<file path="src/rtl/adcseq_pkg.sv">
package adcseq_pkg;

    localparam int unsigned SAMPLE_W = 16;

    typedef enum logic [2:0] {
        SQ_IDLE,
        SQ_STROBE,
        SQ_WAIT,
        SQ_XFER,
        SQ_GAP
    } seq_state_e;

    typedef struct packed {
        logic                valid;
        logic [SAMPLE_W-1:0] bits;
    } sample_t;

endpackage

</file>
<file path="src/rtl/adcseq_frame_timer.sv">
module adcseq_frame_timer #(
    parameter int unsigned CNT_W = 16,
    parameter int unsigned RATIO = 2
) (
    input  logic             clk,
    input  logic             rst,
    input  logic [CNT_W-1:0] period,
    output logic             conv_tick
);
    localparam int unsigned PH_W = (RATIO > 1) ? $clog2(RATIO) : 1;
    localparam logic [PH_W-1:0] PH_LAST = PH_W'(RATIO - 1);

    logic [CNT_W-1:0] cnt;
    logic [CNT_W-1:0] cnt_last;
    logic [PH_W-1:0]  phase;
    logic             frame_tick;

    // a zero period behaves as one clock per frame
    assign cnt_last   = (period == '0) ? '0 : period - 1'b1;
    assign frame_tick = (cnt == cnt_last);
    assign conv_tick  = frame_tick && (phase == PH_LAST);

    always_ff @(posedge clk) begin
        if (rst) begin
            cnt   <= '0;
            phase <= '0;
        end else if (frame_tick) begin
            cnt   <= '0;
            phase <= (phase == PH_LAST) ? '0 : phase + 1'b1;
        end else begin
            cnt <= cnt + 1'b1;
        end
    end
endmodule

</file>
<file path="src/rtl/adcseq_busy_mon.sv">
module adcseq_busy_mon #(
    parameter int unsigned NUM_CH      = 3,
    parameter int unsigned SYNC_STAGES = 2
) (
    input  logic              clk,
    input  logic              rst,
    input  logic [NUM_CH-1:0] busy_in,
    input  logic              clear,
    output logic [NUM_CH-1:0] done
);
    genvar g;
    generate
        for (g = 0; g < NUM_CH; g++) begin : g_lane
            logic [SYNC_STAGES-1:0] sync_q;
            logic                   prev_q;
            logic                   rise;

            assign rise = sync_q[SYNC_STAGES-1] & ~prev_q;

            always_ff @(posedge clk) begin
                if (rst) begin
                    // converters idle with busy high
                    sync_q  <= '1;
                    prev_q  <= 1'b1;
                    done[g] <= 1'b0;
                end else begin
                    sync_q <= SYNC_STAGES'({sync_q, busy_in[g]});
                    prev_q <= sync_q[SYNC_STAGES-1];
                    if (clear) begin
                        done[g] <= 1'b0;
                    end else if (rise) begin
                        done[g] <= 1'b1;
                    end
                end
            end
        end
    endgenerate
endmodule

</file>
<file path="src/rtl/adcseq_serial_rx.sv">
module adcseq_serial_rx
    import adcseq_pkg::*;
#(
    parameter int unsigned DIV_W = 8
) (
    input  logic             clk,
    input  logic             rst,
    input  logic             start,
    input  logic [DIV_W-1:0] half,
    input  logic             sdata,
    output logic             sclk,
    output sample_t          sample,
    output logic             fin
);
    localparam int unsigned BIT_W = $clog2(SAMPLE_W);
    localparam logic [BIT_W-1:0] BIT_LAST = BIT_W'(SAMPLE_W - 1);

    logic                running;
    logic [DIV_W-1:0]    hc;
    logic [DIV_W-1:0]    hc_last;
    logic [BIT_W-1:0]    bitc;
    logic [SAMPLE_W-1:0] shreg;
    logic [SAMPLE_W-1:0] shifted;

    assign hc_last = (half == '0) ? '0 : half - 1'b1;
    assign shifted = {shreg[SAMPLE_W-2:0], sdata};

    always_ff @(posedge clk) begin
        if (rst) begin
            running <= 1'b0;
            hc      <= '0;
            bitc    <= '0;
            shreg   <= '0;
            sclk    <= 1'b0;
            sample  <= '0;
            fin     <= 1'b0;
        end else begin
            sample.valid <= 1'b0;
            fin          <= 1'b0;
            if (start) begin
                running <= 1'b1;
                hc      <= '0;
                bitc    <= '0;
                sclk    <= 1'b0;
            end else if (running) begin
                if (hc == hc_last) begin
                    hc <= '0;
                    if (!sclk) begin
                        // rising edge: capture the bit on the line
                        sclk  <= 1'b1;
                        shreg <= shifted;
                        if (bitc == BIT_LAST) begin
                            sample.valid <= 1'b1;
                            sample.bits  <= shifted;
                        end
                    end else begin
                        sclk <= 1'b0;
                        if (bitc == BIT_LAST) begin
                            running <= 1'b0;
                            fin     <= 1'b1;
                        end else begin
                            bitc <= bitc + 1'b1;
                        end
                    end
                end else begin
                    hc <= hc + 1'b1;
                end
            end
        end
    end
endmodule

</file>
<file path="src/rtl/multi_adc_seq.sv">
module multi_adc_seq
    import adcseq_pkg::*;
#(
    parameter int unsigned NUM_CH      = 3,
    parameter int unsigned FRAME_W     = 16,
    parameter int unsigned STROBE_W    = 4,
    parameter int unsigned DIV_W       = 8,
    parameter int unsigned SYNC_STAGES = 2,
    parameter int unsigned FRAME_RATIO = 2,
    localparam int unsigned CH_W       = (NUM_CH > 1) ? $clog2(NUM_CH) : 1
) (
    input  logic                clk,
    input  logic                rst,
    input  logic [FRAME_W-1:0]  cfg_frame_len,
    input  logic [STROBE_W-1:0] cfg_strobe_len,
    input  logic [DIV_W-1:0]    cfg_sclk_half,
    input  logic [NUM_CH-1:0]   adc_busy,
    input  logic                adc_sdata,
    output logic                adc_conv_n,
    output logic [NUM_CH-1:0]   adc_cs_n,
    output logic                adc_sclk,
    output logic                res_valid,
    output logic [SAMPLE_W-1:0] res_data,
    output logic [CH_W-1:0]     res_chan,
    output logic                overrun
);
    localparam int unsigned GAP_W = DIV_W + 1;
    localparam logic [CH_W-1:0] CH_LAST = CH_W'(NUM_CH - 1);

    seq_state_e          state;
    logic [CH_W-1:0]     ch;
    logic [STROBE_W-1:0] scnt;
    logic [STROBE_W-1:0] strobe_last;
    logic [GAP_W-1:0]    gcnt;
    logic [GAP_W-1:0]    gap_last;
    logic [DIV_W-1:0]    half_eff;
    logic                conv_tick;
    logic [NUM_CH-1:0]   done;
    logic                ch_ready;
    logic                rx_start;
    logic                rx_fin;
    sample_t             rx_sample;
    logic                cs_act;
    logic                conv_n_q;
    logic                ovr_q;

    adcseq_frame_timer #(
        .CNT_W (FRAME_W),
        .RATIO (FRAME_RATIO)
    ) u_timer (
        .clk       (clk),
        .rst       (rst),
        .period    (cfg_frame_len),
        .conv_tick (conv_tick)
    );

    adcseq_busy_mon #(
        .NUM_CH      (NUM_CH),
        .SYNC_STAGES (SYNC_STAGES)
    ) u_busy (
        .clk     (clk),
        .rst     (rst),
        .busy_in (adc_busy),
        .clear   (state == SQ_STROBE),
        .done    (done)
    );

    adcseq_serial_rx #(
        .DIV_W (DIV_W)
    ) u_rx (
        .clk    (clk),
        .rst    (rst),
        .start  (rx_start),
        .half   (cfg_sclk_half),
        .sdata  (adc_sdata),
        .sclk   (adc_sclk),
        .sample (rx_sample),
        .fin    (rx_fin)
    );

    assign strobe_last = (cfg_strobe_len == '0) ? '0 : cfg_strobe_len - 1'b1;
    assign half_eff    = (cfg_sclk_half == '0) ? DIV_W'(1) : cfg_sclk_half;
    assign gap_last    = {half_eff, 1'b0} - GAP_W'(1);

    always_comb begin
        ch_ready = 1'b0;
        for (int i = 0; i < NUM_CH; i++) begin
            if (ch == CH_W'(i)) begin
                ch_ready = done[i];
            end
        end
    end

    assign rx_start = (state == SQ_WAIT) && ch_ready;

    genvar g;
    generate
        for (g = 0; g < NUM_CH; g++) begin : g_cs
            assign adc_cs_n[g] = ~(cs_act && (ch == CH_W'(g)));
        end
    endgenerate

    always_ff @(posedge clk) begin
        if (rst) begin
            state    <= SQ_IDLE;
            ch       <= '0;
            scnt     <= '0;
            gcnt     <= '0;
            conv_n_q <= 1'b1;
            cs_act   <= 1'b0;
            ovr_q    <= 1'b0;
        end else begin
            if (conv_tick && (state != SQ_IDLE)) begin
                ovr_q <= 1'b1;
            end
            case (state)
                SQ_IDLE: begin
                    if (conv_tick) begin
                        state    <= SQ_STROBE;
                        scnt     <= '0;
                        conv_n_q <= 1'b0;
                        ch       <= '0;
                    end
                end
                SQ_STROBE: begin
                    if (scnt == strobe_last) begin
                        conv_n_q <= 1'b1;
                        state    <= SQ_WAIT;
                    end else begin
                        scnt <= scnt + 1'b1;
                    end
                end
                SQ_WAIT: begin
                    if (ch_ready) begin
                        cs_act <= 1'b1;
                        state  <= SQ_XFER;
                    end
                end
                SQ_XFER: begin
                    if (rx_fin) begin
                        cs_act <= 1'b0;
                        gcnt   <= '0;
                        state  <= SQ_GAP;
                    end
                end
                SQ_GAP: begin
                    if (gcnt == gap_last) begin
                        if (ch == CH_LAST) begin
                            ch    <= '0;
                            state <= SQ_IDLE;
                        end else begin
                            ch    <= ch + 1'b1;
                            state <= SQ_WAIT;
                        end
                    end else begin
                        gcnt <= gcnt + 1'b1;
                    end
                end
                default: state <= SQ_IDLE;
            endcase
        end
    end

    assign adc_conv_n = conv_n_q;
    assign overrun    = ovr_q;
    assign res_valid  = rx_sample.valid;
    assign res_data   = rx_sample.bits;
    assign res_chan   = ch;
endmodule

</file>
<file path="config.mk">
export PLATFORM = sky130hd
export DESIGN_NAME = multi_adc_seq
export DESIGN_NICKNAME = d
export VERILOG_FILES = /design/src/rtl/adcseq_pkg.sv /design/src/rtl/adcseq_frame_timer.sv /design/src/rtl/adcseq_busy_mon.sv /design/src/rtl/adcseq_serial_rx.sv /design/src/rtl/multi_adc_seq.sv
export SDC_FILE = /design/constraint.sdc
export NUM_CORES = 1
export LEC_CHECK = 0
export ABC_AREA = 1
export BUFFER_PORTS_ARGS = -buffer_cell sky130_fd_sc_hd__buf_2
export CAP_MARGIN = 40
export CORE_ASPECT_RATIO = 0.8
export CORE_UTILIZATION = 43
export DETAILED_ROUTE_END_ITERATION = 10
export PLACE_DENSITY = 0.58
export SKIP_LAST_GASP = 1
export SYNTH_ARGS = -nofsm -noshare
export SYNTH_HDL_FRONTEND = slang
export SYNTH_HIERARCHICAL = 1
export SYNTH_SLANG_ARGS = --single-unit
</file>
<file path="constraint.sdc">
create_clock -name clk -period 2.86 [get_ports clk]
set_clock_uncertainty 0.15 [all_clocks]
set_input_delay 0.429 -clock clk [delete_from_list [all_inputs] [get_ports clk]]
set_output_delay 0.429 -clock clk [all_outputs]
set_load 0.05 [all_outputs]
</file>
==> results.md, run 1 <==
- Total track usage: 20.0%
- Worst vdd ir: 0.371 mV
- CP startpoint kind: primary input
- Crit path required time: 2.98 ns
- Top cell type's share of synthesized area: 32.9%
- Clock H-tree levels: 3
- Critical-path maximum fanout: 10
- Die span in y: 107 um
- Hold slack: 0.120 ns
- Routed Antenna Nets: 0
- Setup TNS Final: 0 ns
- Clk pwr share: 37.1%
- Setup Crit Path Kind: in -> reg
- Slew HR: 65.1%
- Antenna Cells: 0
- CTS Sinks: 97
- Root buffer cell: clkbuf_16
- DIE WIDTH: 133 um
- IO Port Bufs: 58
- Final Max Slew Viols: 0
- Starting DRT DRC Count: 306
- Die footprint: 14,200 sq um
- Area post-placement: 6550 sq um
- Vias: 5,592
- Initial antenna violation count: 0
- Register area share after synthesis: 32.9%
- Share of cells above drive strength 1: 15.6%
- Setup crit end kind: flop
- CTS tree: yes
- Max Freq: 0.387 GHz
- Area Growth Syn to Fin: 16.6%
- Post-Layout Inst Area: 6880 sq um
- Via/cell ratio: 4.76
- Layout Nets: 1,037
- Io pins: 59
- Hpwl dp: 10.1 mm
- Syn nets: 950
- Wire per inst: 11.3 um
- Clock Latency Late Sink: 0.34 ns
- Total wire length: 13.3 mm
- Worst Tran Pin Value: 0.523 ns
- First-pass DRT Iterations: 5
- Largest net degree at the start of global routing: 55
- First-pass GRT wire length: 23.3 mm
- Combinational share of power: 18.5%
- Sw power: 0.980 mW
- Clock slew seen by the registers of the worst setup and hold paths: 0.07 ns
- Final Hold Viols: 0
- Mapped Cells: 908
- Vias in the first global route: 5,046
- Mean cell area of the mapped netlist: 6.50 sq um
- Sw frac: 30.0%
- Status: completed
- Final setup vio count: 0
- Syn Std Cell Area: 5900 sq um
- DRC violations left: 0
- Synth cell types: 41
- CTS Buffer Depth: 2
- Core ar.: 13,100 sq um
- Min cycle time layout: 2.59 ns
- Dominant cell type by area after synthesis: dfxtp_1
- Starting Density: 45.1%
- Pwr Density: 475 nW/um^2
- Static Leak: 3.14 nW
- Most area-consuming cells after synthesis: dfxtp_1 33%, nand2_1 17%, nand3_1 8.5%
- # rows: 37
- Seq pwr share: 44.4%
- CTS Buf Count: 9
- RePlAce Congestion: 0.813
- GRT overflow: 0
- Syn. warnings: 6
- Arr. time, crit path: 2.70 ns
- Period utilization: 90.4%
- Internal power: 2.29 mW
- Flops & latches, synth: 97
- Worst hold path class: in -> reg
- Max cap viols: 0
timing repair:
action,CTS,global route
resized for setup,0,5
endpoints found under the setup margin,0,3
endpoints found under the hold margin,0,0
hold buffers,0,0
setup buffers,0,3
layout make-up:
type / count / area (sq um)
Clock buffer: 9 / 225
Clock inverter: 6 / 76.3
Fill cell: 1296 / 6220
Inverter: 109 / 409
Multi-Input combinational cell: 682 / 3410
Sequential cell: 97 / 1940
Tap cell: 175 / 219
Timing Repair Buffer: 96 / 604
per-stage QoR:
stage	std cells	worst slack, ns	util [%]	power [mW]
after floorplan	908	0.168	-	1.91
after global routing	1174	-0.00830	52.5	3.46
after CTS	1171	0.259	52.3	3.31
final	1174	0.274	52.5	3.27
after detailed placement	1156	-0.104	50.0	2.08
after global placement	1156	-0.0507	50.0	2.08
synth_stat cells, drive strengths merged:
library cell  number
nand2            270
nor2             124
inv              108
nand3            106
dfxtp             97
a21oi             51
nand4             39
xor2              29
buf               12
o21ai             12
or2               12
clkbuf             8
ha                 8
xnor2              8
nor3               7
nand3b             3
nor3b              3
nor4               3
o21bai             2
a21boi             1
a22oi              1
and2               1
and3               1
clkinv             1
o22ai              1
cell usage in the layout (no fill, tap or decap), types with 2 or more instances in the layout:
cell	n
inv_2	2
nand4_1	39
o21bai_1	2
nand3_1	100
nor2_1	105
xor2_1	29
nand2_4	5
inv_1	106
dfxtp_1	97
nor4_1	3
or2_1	9
ha_1	8
nand2_2	5
buf_4	35
nand3b_1	3
a21oi_1	47
or2_2	3
inv_8	2
clkbuf_16	9
nand2_1	260
nor3b_1	3
xnor2_1	8
nor3_1	6
o21ai_0	11
clkinvlp_4	2
nor2_4	3
a21oi_2	4
nand3_2	4
buf_2	58
nand3_4	2
buf_12	2
nor2_2	15
registers in the layout, indices dropped and copies added (netlist names), 2 cells and up:
| register | cells |
|---|---|
| res_chan | 2 |
| u_rx/shreg | 15 |
| u_rx/bitc | 4 |
| u_timer/cnt | 16 |
| scnt | 4 |
| u_rx/sample | 17 |
| u_busy/g_lane.prev_q | 3 |
| u_busy/g_lane.sync_q | 6 |
| u_rx/hc | 8 |
| gcnt | 9 |
| state | 3 |
| u_busy/done | 3 |
final timing paths:
path	start	to	slack (ns)	depth (start not counted)
max reg2reg	u_timer/cnt[0]	u_timer/cnt[15]	0.64	9
min reg2reg	u_busy/g_lane[2].sync_q[0]	u_busy/g_lane[2].sync_q[1]	0.25	1
min	adc_busy[2]	u_busy/g_lane[2].sync_q[0]	0.12	2
max	cfg_frame_len[0]	scnt[3]	0.27	24
cells by family after synthesis:
group                    count (synthesis)  synth area share, %
flip-flops                              97                 32.9
AND/OR/NAND/NOR                        569                 44.2
buffers and inverters                  129                 9.52
adder cells (fa/ha/maj)                  8                 1.70
XOR/XNOR                                37                 5.49
AO/OA/AOI/OAI                           68                 6.21
worst max-delay path: stages:
cell and delay, ns:
buf_2 0.07, inv_1 0.04, ha_1 0.21, nand2_2 0.12, nor2_2 0.06, nand2_4 0.13
buf_6 0.15, nand2_1 0.05, nand2_1 0.06, nand2_1 0.05, a21oi_2 0.12, nand4_1 0.11
nor2_2 0.13, nand3_1 0.09, nor3_1 0.14, buf_4 0.14, nor2_1 0.05, inv_1 0.06
nand2_1 0.06, inv_1 0.05, nand2_1 0.09, inv_1 0.11, nand2_1 0.05, a21oi_1 0.11
metal layers:
layer / vias up / wire (um) / share of wire [%] / track usage, %
met5: - / 0 / 0 / 0
met3: 9 / 554 / 4.2 / 4.02
met1: 2409 / 7290 / 55 / 29.8
met2: 94 / 5340 / 40 / 28.9
li1: 3080 / - / - / -
met4: 0 / 79 / 0.60 / 5.01
power groups by stage:
stage | registers, mW | clock network [mW] | logic (mW)
global route | 1.46 | 1.32 | 0.685
CTS | 1.45 | 1.25 | 0.607
global placement | 1.48 | 0 | 0.602
floorplan | 1.55 | 0 | 0.360
detailed placement | 1.48 | 0 | 0.603
finish | 1.45 | 1.21 | 0.605
Power figures use the tool's default switching activity.
==> inputs of run 2 (changes only) <==
PLACE_DENSITY = 0.62   (was 0.58)
==> run 2 against run 1 <==
Cell area rose by 0.42%. Final cell count is 0.17% higher. Hold slack lost 0.011 ns. Sequential power about the same. Register-to-register slack barely moved. Flip-flop and latch count is the same. Via count grew 1.8%. Non-clock buffer count unchanged. Global-route usage is 0.37 points lower. Critical endpoint is now scnt[2].
==> results.md, run 2 (synthesized netlist as in run 1, its figures left out) <==
- Min cycle time layout: 2.54 ns
- Max Freq: 0.393 GHz
- Arr. time, crit path: 2.60 ns
- R2R setup slack: 0.65 ns
- First-pass DRT Iterations: 5
- Biggest register: u_rx/sample
- HP Start: adc_busy[1]
- Share of cells above drive strength 1: 16.0%
- Final setup vio count: 0
- Most frequent cells in the layout: 260 x nand2_1, 105 x nor2_1, 105 x inv_1
- Commonest non-fill, non-tap cell in the layout: nand2_1
- Seq pwr share: 43.9%
- GRT overflow: 0
- Die span in y: 107 um
- Sw frac: 29.6%
- Layout Nets: 1,038
- Cells on Worst Hold Path: 2
- Hold slack: 0.108 ns
- Area Growth Syn to Fin: 17.1%
- Starting DRT DRC Count: 365
- Final Max Slew Viols: 0
- Io pins: 59
- Hold Path Sink: u_busy/g_lane[1].sync_q[0]
- Static Leak: 3.17 nW
- Met1 Usage GRT: 29.4%
- Largest registers: u_rx/sample: 17 flops, u_timer/cnt: 16 flops, u_rx/shreg: 15 flops
- RePlAce Congestion: 0.835
- Die footprint: 14,200 sq um
- Setup Crit Path Kind: in -> reg
- Max cap viols: 0
- Worst Tran Pin Value: 0.557 ns
- Busiest layer in global routing: met1
- Hpwl dp: 9.99 mm
- CTS Buffer Depth: 2
- Hold-fix buffers, CTS: 0
- Clock H-tree levels: 3
- Clock slew seen by the registers of the worst setup and hold paths: 0.07 ns
- Clk pwr share: 37.7%
- Via/cell ratio: 4.84
- Routed Antenna Nets: 0
- Root buffer cell: clkbuf_16
- Starting Density: 45.1%
- Internal power: 2.33 mW
- Status: completed
- Worst hold path class: in -> reg
- Setup crit end kind: flop
- R2r worst-path depth: 9
- DIE WIDTH: 133 um
- CTS tree: yes
- Period utilization: 88.9%
- DRC violations left: 0
- Critical-path maximum fanout: 10
- Vias: 5,694
- Antenna Cells: 0
- Total track usage: 19.6%
- Initial antenna violation count: 0
- Pwr Density: 478 nW/um^2
- CTS Sinks: 97
- Reg-to-Reg End: u_timer/cnt[15]
- Combinational share of power: 18.4%
- Fill count: 1,302
- Crit path required time: 2.92 ns
- Sw power: 0.979 mW
- IO Port Bufs: 58
- Final Hold Viols: 0
- CP startpoint kind: primary input
- Vias in the first global route: 5,000
- Total wire length: 13.2 mm
- M2 GR Usage: 28.2%
- # rows: 37
- Wire per inst: 11.2 um
- Worst vdd ir: 0.398 mV
- CTS Buf Count: 9
- Largest net degree at the start of global routing: 55
- Core ar.: 13,100 sq um
- First-pass GRT wire length: 22.9 mm
- Clock Latency Late Sink: 0.34 ns
- Max reg flops: 17
- RSZ-0062 raised after global routing: no
- Met3 Track Usage GR: 4.07%
- Slew HR: 62.9%
- Setup TNS Final: 0 ns
- Worst R2R Start: u_timer/cnt[0]
==> run 2: worst max path at each step <==
stage	from	end	slack (ns)	depth (start not counted)
4_1_cts	cfg_frame_len[0]	scnt[2]	0.26	22
3_5_place_dp	cfg_frame_len[0]	scnt[3]	-0.1	23
2_1_floorplan	cfg_frame_len[0]	scnt[2]	0.17	19
6_report	cfg_frame_len[0]	scnt[2]	0.32	23
3_3_place_gp	cfg_frame_len[0]	scnt[2]	-0.08	22
5_1_grt	cfg_frame_len[0]	scnt[3]	0.01	22
==> run 2: what timing repair did <==
item / 4_1_cts / 5_1_grt
gates resized for setup: 0 / 7
setup endpoints to repair: 0 / 6
buffers inserted: 0 / 2
==> run 2: area by class of cell <==
class                      instances  area, sq um  share of cell area (%)
clock buffer                      11          253                    3.66
multi-input combinational        683         3430                    49.6
inverter                         109          409                    5.92
timing repair buffer              96          601                    8.69
sequential                        97         1940                    28.1
clock inverter                     5         60.1                   0.869
tap                              175          219                    3.17
==> run 2: critical path, cell delays in order <==
cell,delay [ns]
buf_2,0.09
inv_1,0.06
ha_1,0.18
nand2_2,0.11
nor2_4,0.15
nand2_4,0.12
buf_12,0.16
buf_12,0.12
nand3_1,0.09
nand2_1,0.06
nand2_1,0.09
nor2_1,0.05
nand3_1,0.09
nor3_2,0.04
buf_4,0.13
nor2_1,0.14
inv_1,0.08
nand2_1,0.08
inv_1,0.04
nand2_1,0.12
inv_2,0.06
nand2_1,0.05
a21oi_1,0.05
==> run 2: power by group through the flow <==
stage,combinational (mW),clock [mW],sequential (mW)
after global routing,0.688,1.34,1.46
after detailed placement,0.599,0,1.48
after global placement,0.599,0,1.48
after floorplan,0.360,0,1.55
final,0.607,1.25,1.45
after CTS,0.602,1.28,1.45
==> run 2: metrics by stage <==
step           worst slack (ns)  cells  cell area [sq um]  utilization [%]  power, mW
2_1_floorplan             0.168    908               5900                -       1.91
3_3_place_gp            -0.0813   1157               6560             50.0       2.08
3_5_place_dp            -0.0961   1157               6560             50.0       2.08
4_1_cts                   0.256   1173               6870             52.4       3.33
5_1_grt                  0.0116   1176               6910             52.8       3.48
6_report                  0.317   1176               6910             52.8       3.30
==> run 2: routing by layer <==
metal / share of wire, % / wire (um)
met1: 55 / 7230
met2: 39 / 5200
met3: 4.8 / 636
met4: 0.93 / 122
met5: 0 / 0
